**src/rtl/spi_seq_pkg.sv**
```systemverilog
package spi_seq_pkg;
  localparam int WORD_W = 32;
  localparam int BYTE_W = 8;
  localparam int BYTES  = WORD_W / BYTE_W;

  typedef enum logic [2:0] {
    ST_IDLE,
    ST_WORD,
    ST_FETCH,
    ST_XFER,
    ST_PUSH,
    ST_END
  } seq_state_t;
endpackage

```
**src/rtl/spi_seq_fifo.sv**
```systemverilog
module spi_seq_fifo #(
  parameter int W     = 32,
  parameter int DEPTH = 8
) (
  input  logic         clk,
  input  logic         rst,
  input  logic         wr_en,
  input  logic [W-1:0] wr_data,
  input  logic         rd_en,
  output logic [W-1:0] rd_data,
  output logic         empty,
  output logic         full
);
  localparam int AW = (DEPTH > 1) ? $clog2(DEPTH) : 1;

  logic [W-1:0] mem [DEPTH];
  logic [AW-1:0] wr_ptr, rd_ptr;
  logic [AW:0]   count;
  logic          do_wr, do_rd;

  assign empty = (count == '0);
  assign full  = (count == (AW+1)'(DEPTH));
  assign do_wr = wr_en && !full;
  assign do_rd = rd_en && !empty;

  always_ff @(posedge clk) begin
    if (do_wr) mem[wr_ptr] <= wr_data;
  end

  always_ff @(posedge clk) begin
    if (rst) begin
      wr_ptr  <= '0;
      rd_ptr  <= '0;
      count   <= '0;
      rd_data <= '0;
    end else begin
      if (do_wr) wr_ptr <= (wr_ptr == AW'(DEPTH-1)) ? '0 : wr_ptr + 1'b1;
      if (do_rd) begin
        rd_ptr  <= (rd_ptr == AW'(DEPTH-1)) ? '0 : rd_ptr + 1'b1;
        rd_data <= mem[rd_ptr];
      end
      case ({do_wr, do_rd})
        2'b10:   count <= count + 1'b1;
        2'b01:   count <= count - 1'b1;
        default: count <= count;
      endcase
    end
  end

  // occupancy never exceeds depth; a write into a full queue is dropped
  assert_no_overflow_R13: assert property (@(posedge clk) disable iff (rst)
    count <= (AW+1)'(DEPTH));
  assert_full_drop_R13: assert property (@(posedge clk) disable iff (rst)
    (full && wr_en && !rd_en) |=> $stable(count));
endmodule

```
**src/rtl/spi_seq_csdrv.sv**
```systemverilog
module spi_seq_csdrv #(
  parameter int NCH   = 4,
  parameter int SEL_W = 2
) (
  input  logic             clk,
  input  logic             rst,
  input  logic             is_master,
  input  logic [SEL_W-1:0] sel,
  output logic [NCH-1:0]   cs_n
);
  logic [NCH-1:0] cs_next;

  always_comb begin
    for (int c = 0; c < NCH; c++) begin
      cs_next[c] = !(is_master && (sel == SEL_W'(c)));
    end
  end

  always_ff @(posedge clk) begin
    if (rst) cs_n <= '1;
    else     cs_n <= cs_next;
  end

  // never more than one chip select asserted
  assert_cs_onehot_R5: assert property (@(posedge clk) disable iff (rst)
    $countones(~cs_n) <= 1);
endmodule

```
**src/rtl/spi_seq_ctrl.sv**
```systemverilog
module spi_seq_ctrl
  import spi_seq_pkg::*;
#(
  parameter int LEN_W = 12
) (
  input  logic              clk,
  input  logic              rst,
  input  logic [LEN_W-1:0]  burst_field,
  input  logic              is_master,
  input  logic              wave_sel,
  input  logic              start_mode,
  input  logic              tx_accept,
  input  logic              xch_wr,
  input  logic              xch_wdata,
  input  logic              clr_done,
  input  logic              clr_ovf,
  input  logic              tx_empty,
  input  logic [WORD_W-1:0] tx_rd_data,
  input  logic              rx_full,
  input  logic              byte_done,
  input  logic [BYTE_W-1:0] byte_in,
  output logic              tx_rd,
  output logic              rx_wr,
  output logic [WORD_W-1:0] rx_wr_data,
  output logic              byte_req,
  output logic [BYTE_W-1:0] byte_out,
  output logic              done_flag,
  output logic              ovf_flag,
  output logic              xch_flag,
  output logic              busy
);
  localparam int REM_W = LEN_W + 2;
  localparam int PER_W = $clog2(WORD_W) + 2;
  localparam int IDX_W = $clog2(BYTES);
  localparam logic signed [PER_W-1:0] PER_BYTE = PER_W'(BYTE_W);
  localparam logic signed [REM_W-1:0] REM_WORD = REM_W'(WORD_W);
  localparam logic signed [REM_W-1:0] REM_BYTE = REM_W'(BYTE_W);

  seq_state_t state;
  logic signed [REM_W-1:0] rem_q;
  logic signed [PER_W-1:0] per_q;
  logic [IDX_W-1:0]        idx_q;
  logic [WORD_W-1:0]       word_q;
  logic [WORD_W-1:0]       acc_q;
  logic                    smc_q;
  logic                    rem_nonpos, multi;
  logic                    start_push, start_smc, start_xch;

  assign rem_nonpos = rem_q[REM_W-1] || (rem_q == '0);
  assign multi      = is_master && !start_mode && wave_sel;
  assign start_push = start_mode && is_master && tx_accept;
  assign start_smc  = start_mode && !smc_q && is_master && !tx_empty;
  assign start_xch  = !start_mode && is_master && xch_wr && xch_wdata && !xch_flag;

  assign busy       = (state != ST_IDLE);
  assign byte_req   = (state == ST_XFER);
  assign byte_out   = word_q[BYTE_W-1:0];
  assign tx_rd      = (state == ST_WORD) && !tx_empty;
  assign rx_wr      = (state == ST_PUSH) && !rx_full;
  assign rx_wr_data = acc_q;

  always_ff @(posedge clk) begin
    if (rst) begin
      state     <= ST_IDLE;
      rem_q     <= '0;
      per_q     <= '0;
      idx_q     <= '0;
      word_q    <= '0;
      acc_q     <= '0;
      smc_q     <= 1'b0;
      done_flag <= 1'b0;
      ovf_flag  <= 1'b0;
      xch_flag  <= 1'b0;
    end else begin
      smc_q <= start_mode;
      if (clr_done) done_flag <= 1'b0;
      if (clr_ovf)  ovf_flag  <= 1'b0;
      unique case (state)
        ST_IDLE: begin
          if (xch_wr) xch_flag <= xch_wdata;
          if (start_push || start_smc || start_xch) state <= ST_WORD;
        end
        ST_WORD: begin
          if (tx_empty) begin
            done_flag <= 1'b1;
            xch_flag  <= 1'b0;
            state     <= ST_IDLE;
          end else begin
            if (rem_nonpos) begin
              rem_q <= REM_W'(burst_field) + REM_W'(1);
              if (multi) xch_flag <= 1'b1;
            end
            state <= ST_FETCH;
          end
        end
        ST_FETCH: begin
          word_q <= tx_rd_data;
          acc_q  <= '0;
          idx_q  <= '0;
          if (rem_q > REM_WORD) per_q <= PER_W'(WORD_W);
          else                  per_q <= PER_W'(rem_q);
          state <= ST_XFER;
        end
        ST_XFER: begin
          if (byte_done) begin
            for (int b = 0; b < BYTES; b++) begin
              if (idx_q == IDX_W'(b)) acc_q[b*BYTE_W +: BYTE_W] <= byte_in;
            end
            word_q <= {{BYTE_W{1'b0}}, word_q[WORD_W-1:BYTE_W]};
            idx_q  <= idx_q + 1'b1;
            per_q  <= per_q - PER_BYTE;
            rem_q  <= rem_q - REM_BYTE;
            if (per_q <= PER_BYTE) state <= ST_PUSH;
          end
        end
        ST_PUSH: begin
          if (rx_full) ovf_flag <= 1'b1;
          state <= ST_END;
        end
        ST_END: begin
          if (rem_nonpos && !multi) begin
            done_flag <= 1'b1;
            if (tx_empty) xch_flag <= 1'b0;
            state <= ST_IDLE;
          end else begin
            state <= ST_WORD;
          end
        end
        default: state <= ST_IDLE;
      endcase
    end
  end

  // request and data held until the shifter completes the byte
  assert_req_hold_R3: assert property (@(posedge clk) disable iff (rst)
    (byte_req && !byte_done) |=> (byte_req && $stable(byte_out)));
  // every return to idle leaves the completion flag set
  assert_stop_done_R9: assert property (@(posedge clk) disable iff (rst)
    $fell(busy) |-> done_flag);
  // ending on an empty queue clears the exchange bit
  assert_empty_clears_xch_R11: assert property (@(posedge clk) disable iff (rst)
    ($fell(busy) && tx_empty) |-> !xch_flag);
  // completing a word into a full receive queue flags overflow
  assert_rx_overflow_R10: assert property (@(posedge clk) disable iff (rst)
    (state == ST_PUSH && rx_full) |=> ovf_flag);
endmodule

```
**src/rtl/spi_xfer_seq.sv**
```systemverilog
module spi_xfer_seq
  import spi_seq_pkg::*;
#(
  parameter int LEN_W      = 12,
  parameter int FIFO_DEPTH = 8,
  parameter int NCH        = 4,
  parameter int SEL_W      = $clog2(NCH)
) (
  input  logic              clk,
  input  logic              rst,
  input  logic [LEN_W-1:0]  cfg_burst_bits,
  input  logic [SEL_W-1:0]  cfg_chan_sel,
  input  logic [NCH-1:0]    cfg_chan_master,
  input  logic [NCH-1:0]    cfg_chan_wave,
  input  logic              cfg_start_mode,
  input  logic              xch_wr,
  input  logic              xch_wdata,
  input  logic              tx_push,
  input  logic [WORD_W-1:0] tx_data,
  output logic              tx_full,
  output logic              tx_empty,
  input  logic              rx_pop,
  output logic [WORD_W-1:0] rx_data,
  output logic              rx_empty,
  output logic              rx_full,
  input  logic              clr_done,
  input  logic              clr_ovf,
  output logic              done_flag,
  output logic              ovf_flag,
  output logic              xch_flag,
  output logic              busy,
  output logic              byte_req,
  output logic [BYTE_W-1:0] byte_out,
  input  logic              byte_done,
  input  logic [BYTE_W-1:0] byte_in,
  output logic [NCH-1:0]    cs_n
);
  logic              is_master, wave_sel, tx_accept;
  logic              tx_rd, rx_wr;
  logic [WORD_W-1:0] tx_rd_data, rx_wr_data;

  assign is_master = cfg_chan_master[cfg_chan_sel];
  assign wave_sel  = cfg_chan_wave[cfg_chan_sel];
  assign tx_accept = tx_push && !tx_full;

  spi_seq_fifo #(.W(WORD_W), .DEPTH(FIFO_DEPTH)) u_txq (
    .clk(clk), .rst(rst), .wr_en(tx_push), .wr_data(tx_data),
    .rd_en(tx_rd), .rd_data(tx_rd_data), .empty(tx_empty), .full(tx_full)
  );

  spi_seq_fifo #(.W(WORD_W), .DEPTH(FIFO_DEPTH)) u_rxq (
    .clk(clk), .rst(rst), .wr_en(rx_wr), .wr_data(rx_wr_data),
    .rd_en(rx_pop), .rd_data(rx_data), .empty(rx_empty), .full(rx_full)
  );

  spi_seq_ctrl #(.LEN_W(LEN_W)) u_ctrl (
    .clk(clk), .rst(rst), .burst_field(cfg_burst_bits),
    .is_master(is_master), .wave_sel(wave_sel), .start_mode(cfg_start_mode),
    .tx_accept(tx_accept), .xch_wr(xch_wr), .xch_wdata(xch_wdata),
    .clr_done(clr_done), .clr_ovf(clr_ovf), .tx_empty(tx_empty),
    .tx_rd_data(tx_rd_data), .rx_full(rx_full), .byte_done(byte_done),
    .byte_in(byte_in), .tx_rd(tx_rd), .rx_wr(rx_wr), .rx_wr_data(rx_wr_data),
    .byte_req(byte_req), .byte_out(byte_out), .done_flag(done_flag),
    .ovf_flag(ovf_flag), .xch_flag(xch_flag), .busy(busy)
  );

  spi_seq_csdrv #(.NCH(NCH), .SEL_W(SEL_W)) u_cs (
    .clk(clk), .rst(rst), .is_master(is_master), .sel(cfg_chan_sel), .cs_n(cs_n)
  );
endmodule

```
**config.mk**
```make
export PLATFORM = sky130hd
export DESIGN_NAME = spi_xfer_seq
export DESIGN_NICKNAME = d
export VERILOG_FILES = /design/src/rtl/spi_seq_pkg.sv /design/src/rtl/spi_seq_fifo.sv /design/src/rtl/spi_seq_csdrv.sv /design/src/rtl/spi_seq_ctrl.sv /design/src/rtl/spi_xfer_seq.sv
export SDC_FILE = /design/constraint.sdc
export NUM_CORES = 1
export LEC_CHECK = 0
export BUFFER_PORTS_ARGS = -buffer_cell sky130_fd_sc_hd__buf_2
export CAP_MARGIN = 10
export CORE_MARGIN = 5
export CORE_UTILIZATION = 52
export DETAILED_ROUTE_END_ITERATION = 7
export PLACE_DENSITY = 0.72
export REMOVE_ABC_BUFFERS = 1
export SYNTH_ARGS = -nofsm -noshare
export SYNTH_HDL_FRONTEND = slang
export SYNTH_HIERARCHICAL = 1
export SYNTH_SLANG_ARGS = --single-unit
```
**constraint.sdc**
```tcl
create_clock -name clk -period 4.3 [get_ports clk]
set_input_delay 0.43 -clock clk [delete_from_list [all_inputs] [get_ports clk]]
set_output_delay 0.43 -clock clk [all_outputs]
set_load 0.02 [all_outputs]
```
==> results.md, run 1 <==
Route:
- After detailed routing, the average wire length per cell comes to 22.2 um.
- The number of DRC violations after detailed-routing iteration 0 is 1415.
- The number of detailed-route iterations in the first pass is 5.
- The remaining antenna violation count after routing is 0.
- The total wire length after detailed routing is 56.6 mm.
- After detailed routing, the number of remaining DRC violations is 0.
- The number of vias in the routed layout is 15200.
- In the routed layout, each cell is associated on average with a via count of 5.97.

Logic synthesis:
- By count the netlist is led by edfxtp_1, dfxtp_1, nor2_1.
- The most common cell in the netlist is edfxtp_1.
- The synthesized instance count is 1686.
- Synthesis instantiated 72 different standard cells from the library.
- The share of the yosys chip area belonging to registers is 70.6%.
- Of the post-synthesis cell area, the dominant cell type holds 57.1%.
- Synthesis inferred 694 register bits.
- Yosys attributes the largest share of cell area to edfxtp_1, dfxtp_1, mux4_2, nor2_1, a21oi_1.
- The number of flops mapped to enable cells by yosys is 512.
- The simple-gate portion of the synthesized area is 8.02%.
- Of the post-synthesis cell area, the part taken by muxes is 11.0%.
- For this run, the number of Yosys warnings is 6.
- The cell area after synthesis is 26900 um^2.
- The synthesized-area fraction occupied by xor and xnor cells is 0.423%.
- Dividing the synthesized area by the synthesized cell count gives 16.0 um^2.
- In the synthesized netlist the dominant register cell turns out to be edfxtp_1.
- The post-synthesis compound-gate area fraction is 6.24%.
- The largest total area in the synthesized netlist belongs to edfxtp_1.
- By area, the combinational part of the netlist is dominated by multiplexers.
- The adder-cell area share of the yosys netlist is 1.12%.
- In the synthesized netlist the async set-or-reset flop fraction comes to 0%.

Clock tree:
- The clock tree synthesis step divided the H-tree into 3 levels.
- The CTS buffer count is 71.
- The total setup buffers inserted after CTS is 0.
- The post-CTS resize count is 0.
- The clock-pin slew on the worst setup and hold paths is 60 ps.
- The clock tree root driver cell is clkbuf_16.
- TritonCTS built the clock tree.
- The longest clock path from root to sink contains 3 buffers.
- The sink count of the clock tree is 694.
- The count of hold-fix buffers inserted at cts is 0.
- Clock latency on the worst-skew pair, taken at its later pin, is 600 ps.

Finish:
- After routing the design area is 30500 um^2.
- The share of final-layout standard cells stronger than drive strength 1 is 23.8%.
- The signed area change from the synthesized netlist to the final layout is 13.3%.
- The final net count is 1901.

GRT:
- The number of global-route vias before repair is 15600.
- Entering global routing, the biggest net connects 68 pins.
- The residual overflow from global routing is 0.
- The wire length of the first global-routing pass is 88.7 mm.
- The initial antenna violation count was 4.
- The total global routing track utilization is 20.1%.

Timing:
- Adding up every negative setup slack in the final design gives 0 ps.
- The normalized max-slew margin is 27.2%.
- Derived from the worst setup path, the maximum achievable clock frequency is 0.295 GHz.
- For the finished layout, the period the worst path requires is 3390 ps.
- The count of final hold-check violations came to 0.
- The count of final max-slew check failures is 0.
- Setup repair after global routing left no endpoint under its margin.
- Clock skew on the completed layout was measured at 27.0 ps.
- The worst-margin pin slew is 1090 ps.
- In the finished design, the share of the clock period the worst path needs comes to 78.9%.
- The final count of negative-setup-slack endpoints is 0.

Setup path:
- In this run the worst path has a maximum fanout of 36.
- STA classifies the critical path startpoint as a flip-flop.
- The worst setup path is captured at a flip-flop.
- On the worst path, the slowest cell contributes a delay of 570 ps.
- The critical path arrival is 3830 ps.
- For the worst setup path, the data required time is 4740 ps.
- The critical path goes through nor4_1 -> or3_1 -> inv_1 -> o41ai_4 -> inv_4 -> buf_4 -> nand2_2 -> o22ai_1 -> nor3_2.
- The type of the worst setup path is flip-flop to flip-flop.
- The launch instance of the worst register-to-register path is u_txq/count[0]$_SDFFE_PP0P_.
- The endpoint of the most critical register-to-register path is u_txq/rd_data[20]$_SDFFE_PP0P_.
- The slack of the worst reg-to-reg path is 910 ps.
- The worst-path cell with the longest stage delay is nand2_2.
- The worst register-to-register path has a depth of 9.

Hold path:
- The path with the worst hold slack has its endpoint at u_cs/cs_n[2]$_SDFF_PP1_.
- The startpoint of the most critical hold path is cfg_chan_sel[1].
- The worst hold path class is input port to flip-flop.
- The number of cells on the worst hold path is 2.

Run:
- Across the run, the number of max-cap violations was 0.

Die:
- The height of the chip is 238 um.
- The core area is 51300 um^2.
- The number of I/O pins is 125.
- The die footprint is 56400 um^2.
- The initial cell density of the core is 52.5%.
- The number of rows in the core area is 83.
- In this run the horizontal extent of the chip is 238 um.

Power and ir drop:
- Overall power consumption after layout is estimated at 0.0139 W.
- For this design the ratio of total power to cell area is 455 nW/um^2.
- The peak supply drop is 440 uV.
- The leakage power is 9.43 nW.

Placed design:
- The quantity of I/O buffers inserted on ports is 124.
- The placed instances occupy a cell area of 28200 um^2.
- Routability-driven placement finished with a final weighted congestion of 0.813.
- The placed wire-length estimate is 33.0 mm.

Outcome:
- The run finished with clean final reports.
worst max-delay path, delay by kind of cell (launching register included):
kind                   cells  cell delay [ps]
flip-flops                 1              480
AO/OA/AOI/OAI              2              690
buffers and inverters      3              820
AND/OR/NAND/NOR            4             1240
power breakdown:
group	switching (W)	internal [W]	total, W
Sequential	0.0000508	0.00723	0.00728
Combinational	0.000356	0.000188	0.000545
Clock	0.00242	0.00363	0.00605
Total	0.00283	0.0110	0.0139
per-stage QoR:
step | setup slack, ps | util, % | instances | hold WS [ps]
after global placement | 1060 | 54.9 | 2413 | 441
after CTS | 966 | 59.5 | 2544 | 60.3
final | 906 | 59.5 | 2545 | 96.9
after global routing | 736 | 59.5 | 2544 | 73.0
after floorplan | -507 | - | 1575 | 425
after detailed placement | 1030 | 54.9 | 2413 | 444
cells in the final DEF (no fill, tap or decap), types with 4 or more instances in the layout:
| cell | instances |
|---|---|
| o311ai_0 | 6 |
| or3_1 | 4 |
| nand2b_1 | 6 |
| xor2_1 | 8 |
| clkinv_1 | 11 |
| or4_1 | 4 |
| mux4_2 | 128 |
| xnor2_1 | 5 |
| a211oi_1 | 5 |
| o22ai_1 | 64 |
| a22oi_1 | 8 |
| nor3_1 | 56 |
| buf_4 | 33 |
| a311oi_1 | 16 |
| o221ai_1 | 11 |
| clkbuf_16 | 74 |
| o31ai_1 | 11 |
| and2_1 | 4 |
| clkbuf_1 | 19 |
| inv_1 | 19 |
| buf_2 | 123 |
| ha_1 | 21 |
| edfxtp_1 | 512 |
| clkinv_2 | 9 |
| nand3_1 | 74 |
| and3_1 | 9 |
| nor4_1 | 6 |
| o21ai_0 | 11 |
| dfxtp_1 | 178 |
| nand2_1 | 80 |
| inv_6 | 4 |
| nand3b_1 | 7 |
| bufinv_16 | 6 |
| nor2_4 | 6 |
| nand4_1 | 6 |
| nor2_1 | 124 |
| nor3_2 | 26 |
| a21oi_1 | 93 |
| clkbuf_8 | 6 |
registers in the layout, indices dropped and copies added (netlist names), 4 cells and up:
register           count
u_txq/count            4
u_cs/cs_n              4
u_ctrl/rx_wr_data     32
u_rxq/count            4
u_ctrl/word_q         32
u_ctrl/per_q           7
u_rxq/rd_data         32
u_ctrl/rem_q          14
u_rxq/mem            256
u_txq/rd_data         32
u_txq/mem            256
worst max path at each step:
stage / start / endpoint / slack, ps
finish: u_txq/count[0]$_SDFFE_PP0P_ / u_txq/rd_data[20]$_SDFFE_PP0P_ / 910
global route: u_txq/count[1]$_SDFFE_PP0P_ / u_txq/rd_data[20]$_SDFFE_PP0P_ / 740
CTS: u_txq/count[0]$_SDFFE_PP0P_ / u_txq/rd_data[20]$_SDFFE_PP0P_ / 970
detailed placement: u_txq/count[0]$_SDFFE_PP0P_ / u_txq/rd_data[20]$_SDFFE_PP0P_ / 1030
global placement: u_txq/count[0]$_SDFFE_PP0P_ / u_txq/count[3]$_SDFFE_PP0P_ / 1060
floorplan: u_rxq/count[0]$_SDFFE_PP0P_ / u_rxq/mem[0][0]$_DFFE_PP_ / -510
logic make-up after synthesis:
kind of cell | after synthesis
muxes | 133
adders and majority gates | 23
xor gates and xnor gates | 13
buffers and inverters | 134
and+or+nand+nor | 435
AOI/OAI and AO/OA | 254
DFF | 694
area by class of cell:
cell class                 count  area, um^2
clock inverter                32         317
multi-input combinational    858        7320
clock buffer                  99        2010
antenna                        1        2.50
sequential                   694       19000
inverter                      23        91.3
fill                        3809       20800
timing repair buffer         158         895
tap                          680         851
metal layers:
metal	up-vias	global-route usage, %	part of all wire, %
met5	-	0	0.046
met4	4	5.61	2.3
met3	109	4.28	5.8
met2	449	34.8	52
met1	7748	26.0	40
li1	6888	-	-
(Power assumes the default switching activity.)
==> run 2, diff against run 1 <==
--- a/config.mk
+++ b/config.mk
@@ -10,7 +10,7 @@
 export CORE_MARGIN = 5
 export CORE_UTILIZATION = 52
 export DETAILED_ROUTE_END_ITERATION = 7
-export PLACE_DENSITY = 0.72
+export PLACE_DENSITY = 0.69
 export REMOVE_ABC_BUFFERS = 1
 export SYNTH_ARGS = -nofsm -noshare
 export SYNTH_HDL_FRONTEND = slang
==> constraint.sdc (replaced) <==
create_clock -name clk -period 3.3 [get_ports clk]
set_input_delay 0.33 -clock clk [delete_from_list [all_inputs] [get_ports clk]]
set_output_delay 0.33 -clock clk [all_outputs]
set_load 0.02 [all_outputs]
==> run 2 against run 1 <==
  * Final area increased by 1.3%
  * Power increased by 31%
  * Critical path depth increased by 1
  * Via count increased by 0.88%
  * Clock skew decreased by 7.5 ps
  * Core utilization increased by 0.80 points
  * Register-to-register slack got worse by 560 ps
  * Sequential share of layout area decreased by 0.83 points
  * Clock power increased by 31%
  * Worst setup slack got worse by 560 ps
  * Wire length increased by 2.7%
  * Non-clock buffer count increased by 37
  * Critical path type unchanged
  * Critical endpoint is now u_rxq/count[3]$_SDFFE_PP0P_
==> results.md, run 2 (synthesized netlist as in run 1, its figures left out) <==
Finish:
- The post-layout instance count excluding filler cells was 2578 (was 2545).
- The total non-filler cell area in the finished layout was 30900 um^2 (was 30500 um^2).
- The filler cell count in the final layout is 3794 (was 3809).
- The area of all sequential standard cells is 19000 um^2 (unchanged).
- Top Registers: u_rxq/mem (256), u_txq/mem (256) (unchanged).
- The share of final-layout standard cells stronger than drive strength 1 is 23.8% (about the same).
- The most frequent standard cell in the layout excluding fill and tap cells is edfxtp_1 (unchanged).
- The signed area change from the synthesized netlist to the final layout is 14.8% (was 13.3%).
- Commonest cells after routing, fill and taps aside: edfxtp_1, dfxtp_1, mux4_2, nor2_1, buf_2 (unchanged).
- The total area of multi-input combinational cells is 7320 um^2 (unchanged).
- The final net count came to 1938 (was 1901).

Setup path:
- The critical path required time is 3810 ps (was 4740 ps).
- The slack of the worst reg-to-reg path is 350 ps (was 910 ps).
- The type of the worst setup path is flip-flop to flip-flop (unchanged).
- The nature of the critical path endpoint is a flip-flop (unchanged).
- The cell that appears most often on the critical path is a21oi_1.
- The worst reg-to-reg path cell count is 10 (was 9).
- Cell chain of the critical path: nor3_1 -> and2_1 -> nor2_1 -> a21bo_1 -> ha_1 -> ha_1 -> a21oi_1 -> a21oi_1 -> or4_1 -> a21oi_1 (was nor4_1 -> or3_1 -> inv_1 -> o41ai_4 -> inv_4 -> buf_4 -> nand2_2 -> o22ai_1 -> nor3_2).
- The launch instance of the worst register-to-register path is u_rxq/count[0]$_SDFFE_PP0P_ (was u_txq/count[0]$_SDFFE_PP0P_).
- The worst-path cell with the longest stage delay is dfxtp_1 (was nand2_2).
- The nature of the critical path startpoint is a flip-flop (unchanged).
- The critical path's largest stage delay is 500 ps (was 570 ps).
- The critical path arrival came to 3460 ps (was 3830 ps).
- The endpoint of the most critical register-to-register path was u_rxq/count[3]$_SDFFE_PP0P_ (was u_txq/rd_data[20]$_SDFFE_PP0P_).
- The highest fanout seen on the critical path is 10 (was 36).

Timing:
- The final count of negative-setup-slack endpoints is 0 (unchanged).
- The minimum period implied by the final worst setup slack was 2950 ps (was 3390 ps).
- The aggregate negative setup slack is 0 ps (unchanged).
- The largest clock skew in the final design was 19.5 ps (was 27.0 ps).
- The final hold slack is 28.0 ps (was 96.9 ps).
- The normalized max-slew margin is 50.7% (was 27.2%).
- The worst-margin pin slew is 739 ps (was 1090 ps).
- The final worst slack is 350 ps (was 906 ps).
- Unrepaired setup endpoints after global routing: false (unchanged).
- The count of final hold-check violations was 0 (unchanged).
- The top achievable clock speed is 0.339 GHz (was 0.295 GHz).
- The count of final max-slew check failures is 0 (unchanged).
- The period utilization was 89.4% (was 78.9%).

Route:
- The DRC violation count after routing is 0 (unchanged).
- The remaining antenna violation count after routing is 0 (unchanged).
- The total wire length after detailed routing is 58.1 mm (was 56.6 mm).
- The number of DRC violations after detailed-routing iteration 0 came to 1234 (was 1415).
- The number of detailed-route iterations in the first pass is 5 (unchanged).
- The number of vias in the routed layout is 15300 (was 15200).
- The average wire per cell in the routed design was 22.5 um (was 22.2 um).
- The via density per instance is 5.95 (was 5.97).

Die:
- The core area is 51300 um^2 (unchanged).
- The number of rows in the core area is 83 (unchanged).
- The number of I/O pins was 125 (unchanged).
- The initial cell density of the core is 52.5% (unchanged).
- The width of the die is 238 um (unchanged).
- The height of the chip is 238 um (unchanged).
- The die footprint is 56400 um^2 (unchanged).

GRT:
- The wire length of the first global-routing pass came to 91.3 mm (was 88.7 mm).
- The initial antenna violation count came to 4 (unchanged).
- The number of global-route vias before repair is 15800 (was 15600).
- The largest net degree at the start of global routing is 79 (was 68).
- The residual overflow from global routing is 0 (unchanged).
- The total global routing track utilization came to 20.7% (was 20.1%).

Clock tree:
- The CTS tree is yes (unchanged).
- The maximum root-to-sink buffer count is 3 (unchanged).
- The CTS buffer count is 71 (unchanged).
- The maximum level of the CTS H-tree came to 3 (unchanged).
- The clock tree root driver cell is clkbuf_16 (unchanged).
- The clock-pin slew on the worst setup and hold paths is 60 ps (about the same).
- The post-CTS resize count is 0 (unchanged).
- The insertion delay of the later-clocked pin in the worst-skew pair came to 590 ps (was 600 ps).
- The sink count of the clock tree came to 694 (unchanged).

Power and ir drop:
- The power density over cell area is 588 nW/um^2 (was 455 nW/um^2).
- The peak supply drop is 576 uV (was 440 uV).
- The leakage power is 9.61 nW (was 9.43 nW).

Placed design:
- The quantity of I/O buffers inserted on ports is 124 (unchanged).
- The final estimated routing congestion in global placement is 0.831 (was 0.813).
- The cell total after placement is 2423 (was 2413).
- The worst slack at placement is 407 ps (was 1030 ps).
- The placed wire-length estimate is 33.1 mm (was 33.0 mm).
- The placed cell area is 28300 um^2 (was 28200 um^2).

Outcome:
- Status: finished clean (unchanged).

Hold path:
- The end point of the worst hold path is u_txq/mem[2][14]$_DFFE_PP_ (was u_cs/cs_n[2]$_SDFF_PP1_).
- The worst hold path class is input port to flip-flop (unchanged).
- The startpoint of the most critical hold path is tx_data[14] (was cfg_chan_sel[1]).
- The number of cells on the worst hold path was 1 (was 2).

Run:
- The max-cap violation count was 0 (unchanged).
-- run 2: cell types whose count changed in the layout (fill, tap and decap cells not counted) --
cell           change
inv_6              -4
clkinv_1           -6
clkbuf_8           +4
buf_4              +5
clkbuf_1           +4
buf_12             +5
clkinv_4           +1
dlygate4sd3_1     +27
clkinvlp_4         -1
clkinv_2           -2
-- run 2: cell type report --
cell class	instances	area share [%]
tap	680	2.75
antenna	1	0.00809
inverter	23	0.295
sequential	694	61.5
clock buffer	107	6.71
multi-input combinational	858	23.7
clock inverter	20	0.809
timing repair buffer	195	4.21
-- run 2: metrics by stage --
step,total power (W),utilization [%]
after global routing,0.0188,60.3
after detailed placement,0.0104,55.2
after global placement,0.0104,55.2
after floorplan,0.0101,-
after CTS,0.0183,60.3
final,0.0182,60.3
-- run 2: critical path, delay by kind of cell (launching register included) --
kind / cells / cell delay [ps]
compound gates: 4 / 790
fa+ha+maj: 2 / 640
flops: 1 / 500
simple gates: 4 / 950
-- run 2: how the worst max path moves through the flow --
stage | endpoint | slack (ps) | cells past startpoint | start
finish | u_rxq/count[3]$_SDFFE_PP0P_ | 350 | 10 | u_rxq/count[0]$_SDFFE_PP0P_
global route | u_rxq/count[3]$_SDFFE_PP0P_ | 170 | 10 | u_rxq/count[0]$_SDFFE_PP0P_
CTS | u_rxq/count[3]$_SDFFE_PP0P_ | 390 | 10 | u_rxq/count[0]$_SDFFE_PP0P_
detailed placement | u_rxq/count[3]$_SDFFE_PP0P_ | 410 | 10 | u_rxq/count[0]$_SDFFE_PP0P_
global placement | u_rxq/count[3]$_SDFFE_PP0P_ | 470 | 10 | u_rxq/count[0]$_SDFFE_PP0P_
floorplan | u_rxq/mem[0][0]$_DFFE_PP_ | -1510 | 5 | u_rxq/count[0]$_SDFFE_PP0P_
-- run 2: per-layer routing --
metal	part of all wire (%)	track usage (%)
met3	5.7	4.12
met5	0.057	0
met2	52	36.3
met4	2.0	5.04
met1	40	26.9
-- run 2: repair_timing --
item	CTS	global route
setup buffers	0	0
setup endpoints to repair	0	0
hold endpoints to repair	167	0
hold buffers	27	0
-- run 2: where the power goes --
group	internal [W]	switching, W	total [W]
clock network	0.00481	0.00313	0.00794
registers	0.00942	0.0000698	0.00949
logic	0.000276	0.000470	0.000746
==> run 3, diff against run 2 <==
--- a/config.mk
+++ b/config.mk
@@ -5,6 +5,7 @@
 export SDC_FILE = /design/constraint.sdc
 export NUM_CORES = 1
 export LEC_CHECK = 0
+export ABC_AREA = 1
 export BUFFER_PORTS_ARGS = -buffer_cell sky130_fd_sc_hd__buf_2
 export CAP_MARGIN = 10
 export CORE_MARGIN = 5
==> run 3 against run 2 <==
  * Die area rose by 12%
  * Highest routed layer is now met4
  * Sequential power rose by 14%
  * Fmax rose by 4.2%
  * Power rose by 40%
  * Synthesized cell count rose by 95%
==> results.md, run 3 <==
Outcome:
- Status: finished clean (unchanged).

Finish:
- The signed area change from the synthesized netlist to the final layout was 13.9% (was 14.8%).
- The post-layout instance count excluding filler cells is 4246 (was 2578).
- Commonest cells after routing, fill and taps aside: nand2_1, inv_1, edfxtp_1, nand3_1, dfxtp_1 (was edfxtp_1, dfxtp_1, mux4_2, nor2_1, buf_2).
- The final net count is 3514 (was 1938).
- Top Registers: u_rxq/mem (256), u_txq/mem (256) (unchanged).
- The count of inserted antenna diode cells is 0 (was 1).
- The most frequent standard cell in the layout excluding fill and tap cells is nand2_1 (was edfxtp_1).
- The filler cell count in the final layout came to 4762 (was 3794).
- The share of final-layout standard cells stronger than drive strength 1 is 9.74% (was 23.8%).

Clock tree:
- The CTS tree is yes (unchanged).
- The count of hold-fix buffers inserted at cts is 38 (was 27).
- The insertion delay of the later-clocked pin in the worst-skew pair is 620 ps (was 590 ps).
- The CTS buffer count came to 75 (was 71).
- The clock tree root driver cell is clkbuf_16 (unchanged).
- The maximum root-to-sink buffer count is 3 (unchanged).
- The total setup buffers inserted after CTS is 0 (unchanged).
- The maximum level of the CTS H-tree is 3 (unchanged).
- The sink count of the clock tree is 694 (unchanged).
- The clock-pin slew on the worst setup and hold paths is 60 ps (about the same).
- The post-CTS resize count is 0 (unchanged).

Die:
- The number of rows in the core area is 88 (was 83).
- The height of the chip came to 251 um (was 238 um).
- The initial cell density of the core was 52.4% (was 52.5%).
- The die footprint is 63100 um^2 (was 56400 um^2).
- The number of I/O pins came to 125 (unchanged).
- The core area is 57700 um^2 (was 51300 um^2).
- The width of the die is 251 um (was 238 um).

Timing:
- The final count of negative-setup-slack endpoints is 0 (unchanged).
- The final worst slack is 469 ps (was 350 ps).
- The count of final hold-check violations is 0 (unchanged).
- The aggregate negative setup slack came to 0 ps (unchanged).
- The normalized max-slew margin was 28.7% (was 50.7%).
- The top achievable clock speed is 0.353 GHz (was 0.339 GHz).
- The period utilization is 85.8% (was 89.4%).
- The minimum period implied by the final worst setup slack is 2830 ps (was 2950 ps).
- The largest clock skew in the final design is 23.4 ps (was 19.5 ps).
- The worst-margin pin slew came to 1070 ps (was 739 ps).
- Unrepaired setup endpoints after global routing: false (unchanged).
- The count of final max-slew check failures was 0 (unchanged).

Power and ir drop:
- The part of the power in registers is 42.3% (was 52.2%).
- The power dissipated by switching net loads is 0.00841 W (was 0.00367 W).
- The leakage power is 15.5 nW (was 9.61 nW).
- The part of the power in combinational logic is 25.4% (was 4.1%).
- The internal power contribution is 0.0171 W (was 0.0145 W).
- The power density over cell area is 739 nW/um^2 (was 588 nW/um^2).
- The switching part of the total is 33.0% (was 20.2%).
- The peak supply drop was 771 uV (was 576 uV).
- The proportion of power drawn by the clock network is 32.4% (was 43.7%).

Route:
- The DRC violation count after routing came to 0 (unchanged).
- The number of detailed-route iterations in the first pass was 6 (was 5).
- The total wire length after detailed routing is 68.6 mm (was 58.1 mm).
- The average wire per cell in the routed design is 16.2 um (was 22.5 um).
- The remaining antenna violation count after routing is 0 (unchanged).
- The number of vias in the routed layout is 21200 (was 15300).
- The number of DRC violations after detailed-routing iteration 0 is 1511 (was 1234).
- The via density per instance is 4.99 (was 5.95).

Setup path:
- The critical path required time was 2970 ps (was 3810 ps).
- The worst reg-to-reg path cell count came to 14 (was 10).
- The nature of the critical path endpoint was an output port (was flip-flop).
- The nature of the critical path startpoint is a flip-flop (unchanged).
- The critical path arrival is 2500 ps (was 3460 ps).
- The worst-path cell with the longest stage delay is buf_4 (was dfxtp_1).
- The critical path's largest stage delay is 500 ps (about the same).
- The worst path buffer plus inverter count was 3 (was 0).
- The highest fanout seen on the critical path is 35 (was 10).
- The critical path depth is 4 (was 10).
- The critical path's top delay family is buffers and inverters (was simple AND/OR/NAND/NOR gates).
- The type of the worst setup path is flip-flop to output port (was flip-flop to flip-flop).
- Cell chain of the critical path: inv_2 -> nor2_4 -> buf_4 -> buf_2 (was nor3_1 -> and2_1 -> nor2_1 -> a21bo_1 -> ha_1 -> ha_1 -> a21oi_1 -> a21oi_1 -> or4_1 -> a21oi_1).

Placed design:
- The cell total after placement was 4069 (was 2423).
- The worst slack at placement is 853 ps (was 407 ps).
- The placed wire-length estimate is 39.2 mm (was 33.1 mm).
- The quantity of I/O buffers inserted on ports was 124 (unchanged).
- The final estimated routing congestion in global placement is 0.823 (was 0.831).

Run:
- The max-cap violation count is 0 (unchanged).

Logic synthesis:
- The number of distinct library cells after synthesis is 33 (was 72).
- The cell type with the largest total area after synthesis was edfxtp_1 (unchanged).
- The count of yosys warnings during synthesis was 6 (unchanged).
- The share of the yosys chip area belonging to registers came to 62.9% (was 70.6%).
- List of most frequent post-synthesis cells: nand2_1, inv_1, edfxtp_1 (was edfxtp_1, dfxtp_1, nor2_1).
- The most common cell in the netlist was nand2_1 (was edfxtp_1).
- The leading register cell type out of synthesis is edfxtp_1 (unchanged).
- Main area contributors after synthesis: edfxtp_1, dfxtp_1, nand2_1, inv_1, nand3_1 (was edfxtp_1, dfxtp_1, mux4_2, nor2_1, a21oi_1).
- The area share of the largest cell type after synthesis is 50.8% (was 57.1%).
- The number of flops mapped to enable cells by yosys is 512 (unchanged).
- The synthesized instance count is 3294 (was 1686).
- The cell area after synthesis was 30200 um^2 (was 26900 um^2).
- The share of flip-flops with an asynchronous set or reset after synthesis was 0% (unchanged).
- The synthesized area divided by synthesized cell count is 9.18 um^2 (was 16.0 um^2).
- The total of flip-flops plus latches after synthesis is 694 (unchanged).

GRT:
- The number of global-route vias before repair is 20200 (was 15800).
- The total global routing track utilization is 21.5% (was 20.7%).
- The wire length of the first global-routing pass came to 109 mm (was 91.3 mm).
- The initial antenna violation count was 1 (was 4).
- The largest net degree at the start of global routing came to 131 (was 79).
- The residual overflow from global routing came to 0 (unchanged).

Hold path:
- The number of cells on the worst hold path is 3 (was 1).
- The worst hold path class is input port to flip-flop (unchanged).
==> run 3: per-layer routing <==
metal	share of wire [%]	vias to the layer above	track usage (%)
met5	0	-	0
met4	2.8	0	6.78
met3	5.1	139	3.13
met2	50	552	37.5
met1	42	9793	28.1
li1	-	10700	-
==> run 3: logic make-up (layout without fill, tap and decap cells) <==
family,after synthesis,in the layout,synth area share [%]
flops,694,694,62.9
simple gates,1440,1440,19.8
fa+ha+maj,23,23,1.00
compound gates,283,283,4.89
buf+inv,843,1030,11.1
xor+xnor,11,11,0.319
==> run 3: final cells by class <==
class	instances	area, um^2	area share (%)
timing repair buffer	208	1450	4.20
tap	765	957	2.78
clock inverter	40	340	0.988
inverter	683	2570	7.45
clock buffer	99	2130	6.17
sequential	694	19000	55.2
multi-input combinational	1757	7990	23.2
==> run 3: final timing paths <==
check                            startpoint                             end  slack (ps)
min reg2reg  u_ctrl/word_q[25]$_SDFFE_PP0P_  u_ctrl/word_q[25]$_SDFFE_PP0P_         460
min                               byte_done    u_ctrl/idx_q[0]$_SDFFE_PP0P_          30
max reg2reg    u_ctrl/state[0]$_SDFFE_PP0P_     u_txq/count[3]$_SDFFE_PP0P_         840
max            u_ctrl/state[0]$_SDFFE_PP0P_                        byte_req         470
==> run 3: power groups by stage <==
stage / logic, W / registers (W) / clock network, W
floorplan: 0.00387 / 0.0113 / 0
global placement: 0.00634 / 0.0109 / 0
detailed placement: 0.00640 / 0.0110 / 0
CTS: 0.00648 / 0.0108 / 0.00839
global route: 0.00724 / 0.0109 / 0.00876
finish: 0.00646 / 0.0108 / 0.00824
==> run 3: tightest hold or removal path, cell delays in order <==
cell     delay, ps
buf_2          120
nand3_1         80
a21oi_1         60
==> run 3: metrics by stage <==
step           hold slack, ps  power [W]  cell area [um^2]  utilization [%]
2_1_floorplan             399     0.0151             29500                -
3_3_place_gp              451     0.0173             31600             54.8
3_5_place_dp              454     0.0174             31600             54.8
4_1_cts                  5.40     0.0256             34500             59.7
5_1_grt                  27.7     0.0269             34500             59.7
6_report                 29.9     0.0255             34500             59.7
